--- config.mk ---
export PLATFORM = sky130hd
export DESIGN_NAME = eag_unit
export DESIGN_NICKNAME = d
export VERILOG_FILES = /design/src/rtl/eag_pkg.sv /design/src/rtl/eag_scale.sv /design/src/rtl/eag_sum.sv /design/src/rtl/eag_real.sv /design/src/rtl/eag_outreg.sv /design/src/rtl/eag_unit.sv
export SDC_FILE = /design/constraint.sdc
export NUM_CORES = 1
export LEC_CHECK = 0
export CAP_MARGIN = 10
export CORE_ASPECT_RATIO = 0.7
export CORE_MARGIN = 2
export CORE_UTILIZATION = 52
export DETAILED_ROUTE_END_ITERATION = 12
export GPL_TIMING_DRIVEN = 0
export PLACE_DENSITY = 0.89
export SETUP_SLACK_MARGIN = 0.05
export SLEW_MARGIN = 20
export SYNTH_ARGS = -nofsm -noshare
export SYNTH_HDL_FRONTEND = slang
export SYNTH_SLANG_ARGS = --single-unit
--- constraint.sdc ---
create_clock -name clk -period 8 [get_ports clk]
set_input_delay 2 -clock clk [delete_from_list [all_inputs] [get_ports clk]]
set_output_delay 2 -clock clk [all_outputs]
set_load 0.005 [all_outputs]
--- src/rtl/eag_pkg.sv ---
package eag_pkg;

    typedef enum logic [2:0] {
        AM_DIRECT   = 3'd0,
        AM_REG_IND  = 3'd1,
        AM_BASE_IDX = 3'd2,
        AM_REG_REL  = 3'd3,
        AM_BREL_IDX = 3'd4,
        AM_SCALED   = 3'd5,
        AM_RSV6     = 3'd6,
        AM_RSV7     = 3'd7
    } addr_mode_e;

    typedef enum logic {
        ST_EMPTY  = 1'b0,
        ST_LOADED = 1'b1
    } out_state_e;

    typedef struct packed {
        logic use_base;
        logic use_index;
        logic use_disp;
        logic use_scale;
    } term_sel_t;

endpackage

--- src/rtl/eag_scale.sv ---
module eag_scale #(
    parameter int AW = 32,
    parameter int SW = 2
) (
    input  logic [AW-1:0] index_in,
    input  logic [SW-1:0] code,
    input  logic          enable,
    output logic [AW-1:0] scaled
);
    localparam int NSTEP = 1 << SW;

    logic [AW-1:0] steps [NSTEP];

    generate
        for (genvar g = 0; g < NSTEP; g++) begin : g_step
            assign steps[g] = index_in << g;
        end
    endgenerate

    always_comb begin
        scaled = enable ? steps[code] : index_in;
    end

    always_comb begin
        if (enable && code == '0) begin
            assert (scaled == index_in);
        end
    end
endmodule

--- src/rtl/eag_sum.sv ---
module eag_sum
    import eag_pkg::*;
#(
    parameter int AW = 32,
    parameter int DW = 16,
    parameter int SW = 2
) (
    input  logic [2:0]    mode,
    input  logic [AW-1:0] base_in,
    input  logic [AW-1:0] index_in,
    input  logic [SW-1:0] scale_code,
    input  logic [DW-1:0] disp_in,
    output logic [AW-1:0] ea
);
    localparam int EXT = AW - DW;

    term_sel_t     sel;
    logic [AW-1:0] disp_x;
    logic [AW-1:0] idx_s;
    logic [AW-1:0] t_base, t_idx, t_disp;

    always_comb begin
        sel = '0;
        unique case (addr_mode_e'(mode))
            AM_DIRECT:   sel = '{use_base:1'b0, use_index:1'b0, use_disp:1'b1, use_scale:1'b0};
            AM_REG_IND:  sel = '{use_base:1'b1, use_index:1'b0, use_disp:1'b0, use_scale:1'b0};
            AM_BASE_IDX: sel = '{use_base:1'b1, use_index:1'b1, use_disp:1'b0, use_scale:1'b0};
            AM_REG_REL:  sel = '{use_base:1'b1, use_index:1'b0, use_disp:1'b1, use_scale:1'b0};
            AM_BREL_IDX: sel = '{use_base:1'b1, use_index:1'b1, use_disp:1'b1, use_scale:1'b0};
            AM_SCALED:   sel = '{use_base:1'b1, use_index:1'b1, use_disp:1'b1, use_scale:1'b1};
            AM_RSV6,
            AM_RSV7:     sel = '0;
        endcase
    end

    assign disp_x = {{EXT{disp_in[DW-1]}}, disp_in};

    eag_scale #(.AW(AW), .SW(SW)) u_scale (
        .index_in (index_in),
        .code     (scale_code),
        .enable   (sel.use_scale),
        .scaled   (idx_s)
    );

    assign t_base = sel.use_base  ? base_in : '0;
    assign t_idx  = sel.use_index ? idx_s   : '0;
    assign t_disp = sel.use_disp  ? disp_x  : '0;
    assign ea     = t_base + t_idx + t_disp;

    always_comb begin
        if (mode == 3'd6 || mode == 3'd7) begin
            assert (ea == '0);
        end
    end
endmodule

--- src/rtl/eag_real.sv ---
module eag_real #(
    parameter int AW = 32,
    parameter int GW = 16,
    parameter int OW = 16
) (
    input  logic [GW-1:0] seg_in,
    input  logic [OW-1:0] off_in,
    output logic [AW-1:0] phys
);
    localparam int PW  = GW + 4;
    localparam int PAD = AW - PW;

    logic [PW-1:0] seg_sh;
    logic [PW-1:0] off_x;
    logic [PW-1:0] sum;

    assign seg_sh = {seg_in, 4'h0};
    assign off_x  = {{(PW-OW){1'b0}}, off_in};
    assign sum    = seg_sh + off_x;
    assign phys   = {{PAD{1'b0}}, sum};

    always_comb begin
        assert (phys[AW-1:PW] == '0);
    end
endmodule

--- src/rtl/eag_outreg.sv ---
module eag_outreg
    import eag_pkg::*;
#(
    parameter int AW = 32
) (
    input  logic          clk,
    input  logic          rst_n,
    input  logic          load,
    input  logic [AW-1:0] d,
    output logic [AW-1:0] q,
    output logic          q_valid
);
    out_state_e state_q, state_d;
    logic [AW-1:0] hold_q;

    always_comb begin
        state_d = state_q;
        unique case (state_q)
            ST_EMPTY:  state_d = load ? ST_LOADED : ST_EMPTY;
            ST_LOADED: state_d = load ? ST_LOADED : ST_EMPTY;
        endcase
    end

    always_ff @(posedge clk) begin
        if (!rst_n) state_q <= ST_EMPTY;
        else        state_q <= state_d;
    end

    always_ff @(posedge clk) begin
        if (!rst_n)    hold_q <= '0;
        else if (load) hold_q <= d;
    end

    always_comb begin
        q       = hold_q;
        q_valid = (state_q == ST_LOADED);
    end

    AST_VALID_AFTER_LOAD: assert property (@(posedge clk) disable iff (!rst_n)
        load |=> q_valid);
    AST_LOAD_VALUE: assert property (@(posedge clk) disable iff (!rst_n)
        load |=> q == $past(d));
    AST_IDLE_HOLD: assert property (@(posedge clk) disable iff (!rst_n)
        !load |=> $stable(q) && !q_valid);
endmodule

--- src/rtl/eag_unit.sv ---
module eag_unit
    import eag_pkg::*;
#(
    parameter int AW         = 32,
    parameter int DW         = 16,
    parameter int SW         = 2,
    parameter int GW         = 16,
    parameter bit REGISTERED = 1'b1
) (
    input  logic          clk,
    input  logic          rst_n,
    input  logic          in_valid,
    input  logic [2:0]    mode,
    input  logic [31:0]   base_val,
    input  logic [31:0]   index_val,
    input  logic [1:0]    scale_code,
    input  logic [15:0]   disp,
    input  logic [15:0]   seg_val,
    input  logic          real_en,
    output logic [31:0]   addr,
    output logic          addr_valid
);
    localparam int OW = 16;

    logic [AW-1:0] ea;
    logic [AW-1:0] phys;
    logic [AW-1:0] next_addr;

    eag_sum #(.AW(AW), .DW(DW), .SW(SW)) u_sum (
        .mode       (mode),
        .base_in    (base_val),
        .index_in   (index_val),
        .scale_code (scale_code),
        .disp_in    (disp),
        .ea         (ea)
    );

    eag_real #(.AW(AW), .GW(GW), .OW(OW)) u_real (
        .seg_in (seg_val),
        .off_in (ea[OW-1:0]),
        .phys   (phys)
    );

    assign next_addr = real_en ? phys : ea;

    generate
        if (REGISTERED) begin : g_reg
            eag_outreg #(.AW(AW)) u_out (
                .clk     (clk),
                .rst_n   (rst_n),
                .load    (in_valid),
                .d       (next_addr),
                .q       (addr),
                .q_valid (addr_valid)
            );
            AST_REAL_UPPER_ZERO: assert property (@(posedge clk) disable iff (!rst_n)
                (in_valid && real_en) |=> addr[AW-1:GW+4] == '0);
            AST_RESET_CLEAR: assert property (@(posedge clk)
                !rst_n |=> addr == '0 && !addr_valid);
        end else begin : g_comb
            assign addr       = next_addr;
            assign addr_valid = in_valid;
        end
    endgenerate
endmodule

==> run summary <==
==============================================================================
Largest cells by area after synthesis ........................... sky130_fd_sc_hd__dfxtp_1, sky130_fd_sc_hd__fa_1, sky130_fd_sc_hd__ha_1
Chip width ......................................................       130 um
Nature of the critical path startpoint ..........................    input pin
GRT Resource Usage Total ........................................        0.295
Cell depth of the worst min-delay path ..........................            2
Proportion of synthesized chip area in sequential cells .........        0.115
Setup violation total in the final timing report ................            0
Final cell utilization of the core ..............................        0.688
Number of levels the H-tree was split into ......................            2
Row cnt .........................................................           32
TritonCTS Buffers ...............................................            5
Proportion of layout cells with a drive suffix above 1 ..........       0.0579
Synth Cell Area .................................................   5750 sq um
Flops & latches, synth ..........................................           33
Crit. End Element ...............................................    flip-flop
Buffer depth of the longest clock path ..........................            2
Post-synth top flop ............................................. sky130_fd_sc_hd__dfxtp_1
Number of placed I/O pins .......................................          138
Synthesis Warnings ..............................................            0
Starting utilization of the core area ...........................        0.528
Async S/R FF share, synth .......................................            0
Vias in the first global route ..................................         5617
Worst hold path type ............................................   reg -> reg
Cell types with the highest counts after synthesis .............. sky130_fd_sc_hd__nand2_1, sky130_fd_sc_hd__a21oi_1, sky130_fd_sc_hd__o21ai_0, sky130_fd_sc_hd__inv_1, sky130_fd_sc_hd__nor2_1
Cell area reported after detailed placement .....................   7280 sq um
Peak clock frequency supported by timing ........................      132 MHz
Detailed placement HPWL .........................................     14300 um
Shortest period the worst path allows ...........................      7570 ps
Total power consumption of the routed design ....................      1280 uW
Area delta synth->final .........................................        30.3%
Cell chosen for the clock root .................................. sky130_fd_sc_hd__clkbuf_16
Number of failing hold endpoints at the final stage .............            0
Maximum number of pins on one net before global-route repair ....           18
Area of the core ................................................  10900 sq um
DRC Markers .....................................................            0
Outcome .........................................................    completed
Antenna diodes ..................................................            0
Aggregate global routing overflow ...............................            0
Die span in y ...................................................      92.0 um
First-pass GRT wire length ......................................     27600 um
Die Area ........................................................  11900 sq um
Worst Setup Path Type ...........................................    in -> reg
Per-cell via count in the routed design .........................         5.81
TritonCTS clock tree ............................................         done
Cell type with the highest aggregate area in the netlist ........ sky130_fd_sc_hd__dfxtp_1
PD cells ........................................................  171 nW/um^2
Average instance area after synthesis ...........................   7.27 sq um
Final-report max-slew violation count ...........................            0
DRT Pass-1 Iters ................................................            7
Initial antenna violation count .................................            0
Detailed-route via count ........................................         6304
Measured slew at the worst slew-check pin .......................       767 ps
Pleak ...........................................................   0.00344 uW
Clock Sink Count ................................................           33
Starting DRC count in detailed routing ..........................          471
DRT Wirelength ..................................................     17600 um
Slew headroom ...................................................        0.475
Fraction of the cycle the final worst path needs ................        0.947
Setup TNS .......................................................         0 ps
Buffers added on ports ..........................................          133
Insertion delay to the later sink of the worst-skew pair ........       290 ps
Top cell type's share of synthesized area .......................        0.115
EDFF count, synth ...............................................            0
Filler Cells Inserted ...........................................          942
Antenna Nets Post-Route .........................................            0
Max-Cap Viols ...................................................            0
Critical Path Fanout Max ........................................           10
Nets in the synthesized netlist .................................          975
Number of different library cells in the post-synthesis netlist .           64
Most instantiated library cell after synthesis .................. sky130_fd_sc_hd__nand2_1
Setup skew after layout .........................................         0 ps
Cells on worst reg2reg path .....................................            2
Worst EP required ...............................................      8230 ps
Final instance area .............................................   7500 sq um
Worst IR drop on VDD ............................................     0.123 mV
Final Net Count .................................................         1115
GPL Wtd Cong ....................................................        0.963
RSZ-0062 raised after global routing ............................        false
Post-CTS Repair Setup Buffers ...................................            0
Synthesized netlist cell count ..................................          791
Arrival @ worst endpoint ........................................      7800 ps
Clock-pin transition on the worst setup and hold timing paths ...        60 ps
Hold buffer count at cts ........................................            0
Drt wl/cell .....................................................      16.2 um
==============================================================================
==> cells by family after synthesis <==
logic type,share of synthesized area
and+or+nand+nor,0.192
muxes,0.0798
AOI/OAI and AO/OA,0.263
buffers and inverters,0.0750
DFF,0.115
adders and majority gates,0.215
xor gates and xnor gates,0.0609
==> power breakdown <==
part           internal (uW)  leakage, uW  total [uW]  switching (uW)
logic                    386      0.00309         851             465
registers                190     0.000272         203            13.0
clock network            147    0.0000800         227            79.9
==> through the flow <==
stage	hold WS, ps	cells	setup slack [ps]
floorplan	449	791	1020
global placement	434	1077	-134
detailed placement	442	1077	-330
CTS	455	1085	121
global route	488	1085	40.6
finish	448	1085	427
==> cell type report <==
cell class / count / area (sq um) / area share
multi-input combinational: 648 / 4690 / 0.626
timing repair buffer: 133 / 1330 / 0.178
sequential: 33 / 661 / 0.0881
inverter: 68 / 255 / 0.0341
buffer: 42 / 191 / 0.0255
tap: 153 / 191 / 0.0255
clock buffer: 5 / 125 / 0.0167
clock inverter: 3 / 46.3 / 0.00618
==> cell usage in the layout, fill, tap and decap left out, types with 7 or more instances in the layout <==
cell / n
sky130_fd_sc_hd__fa_1: 33
sky130_fd_sc_hd__nand2_1: 115
sky130_fd_sc_hd__xnor2_1: 27
sky130_fd_sc_hd__nand3_1: 13
sky130_fd_sc_hd__nand2b_1: 7
sky130_fd_sc_hd__nor2b_1: 7
sky130_fd_sc_hd__and2_1: 9
sky130_fd_sc_hd__clkbuf_2: 9
sky130_fd_sc_hd__a21o_1: 18
sky130_fd_sc_hd__ha_1: 46
sky130_fd_sc_hd__mux2i_1: 36
sky130_fd_sc_hd__a31oi_1: 8
sky130_fd_sc_hd__clkbuf_1: 24
sky130_fd_sc_hd__a21oi_1: 74
sky130_fd_sc_hd__dfxtp_1: 33
sky130_fd_sc_hd__inv_1: 67
sky130_fd_sc_hd__nor3_1: 12
sky130_fd_sc_hd__o211ai_1: 7
sky130_fd_sc_hd__nor2_1: 54
sky130_fd_sc_hd__clkdlybuf4s50_1: 133
sky130_fd_sc_hd__o21ai_0: 73
sky130_fd_sc_hd__xor2_1: 13
==> sequential cells by signal (all words and copies together) (netlist names) <==
signal               flops
g_reg.u_out.q           32
g_reg.u_out.q_valid      1
==> repair_timing <==
action                     CTS  global route
setup endpoints to repair    3             7
gates resized for setup      1            25
pin swaps                    0             0
==> worst paths after layout <==
| path | end | start | slack (ps) |
|---|---|---|---|
| setup reg to reg | g_reg.u_out.q[15] | g_reg.u_out.q[15] | 7310 |
| hold / removal | g_reg.u_out.q[25] | g_reg.u_out.q[25] | 450 |
| setup / recovery | g_reg.u_out.q[16] | mode[1] | 430 |
| hold reg to reg | g_reg.u_out.q[25] | g_reg.u_out.q[25] | 450 |
==> worst max-delay path, cell delays in order <==
cell and delay, ps:
sky130_fd_sc_hd__clkdlybuf4s50_1 510, sky130_fd_sc_hd__inv_1 140, sky130_fd_sc_hd__ha_1 180, sky130_fd_sc_hd__and2_1 130, sky130_fd_sc_hd__clkbuf_1 220, sky130_fd_sc_hd__clkbuf_4 280
sky130_fd_sc_hd__nand3_1 90, sky130_fd_sc_hd__o21ai_0 190, sky130_fd_sc_hd__nand2_1 100, sky130_fd_sc_hd__fa_1 520, sky130_fd_sc_hd__inv_1 50, sky130_fd_sc_hd__ha_1 230
sky130_fd_sc_hd__fa_1 450, sky130_fd_sc_hd__a211oi_2 240, sky130_fd_sc_hd__o211ai_1 190, sky130_fd_sc_hd__a31oi_1 230, sky130_fd_sc_hd__o21ai_0 190, sky130_fd_sc_hd__a41o_2 330
sky130_fd_sc_hd__or2_2 290, sky130_fd_sc_hd__ha_1 390, sky130_fd_sc_hd__nand4_1 170, sky130_fd_sc_hd__a31oi_1 260, sky130_fd_sc_hd__xor2_1 190, sky130_fd_sc_hd__mux2i_1 90
sky130_fd_sc_hd__a21oi_1 150
==> per-layer routing <==
metal  routed length [um]  track usage  vias to the layer above
li1                     -            -                     3025
met1                 8130        0.438                     2959
met3                 1560       0.0531                       12
met2                 7780        0.452                      308
met5                    0            0                        -
met4                  134       0.0484                        0
No activity file was read; power rests on OpenSTA's default activity.
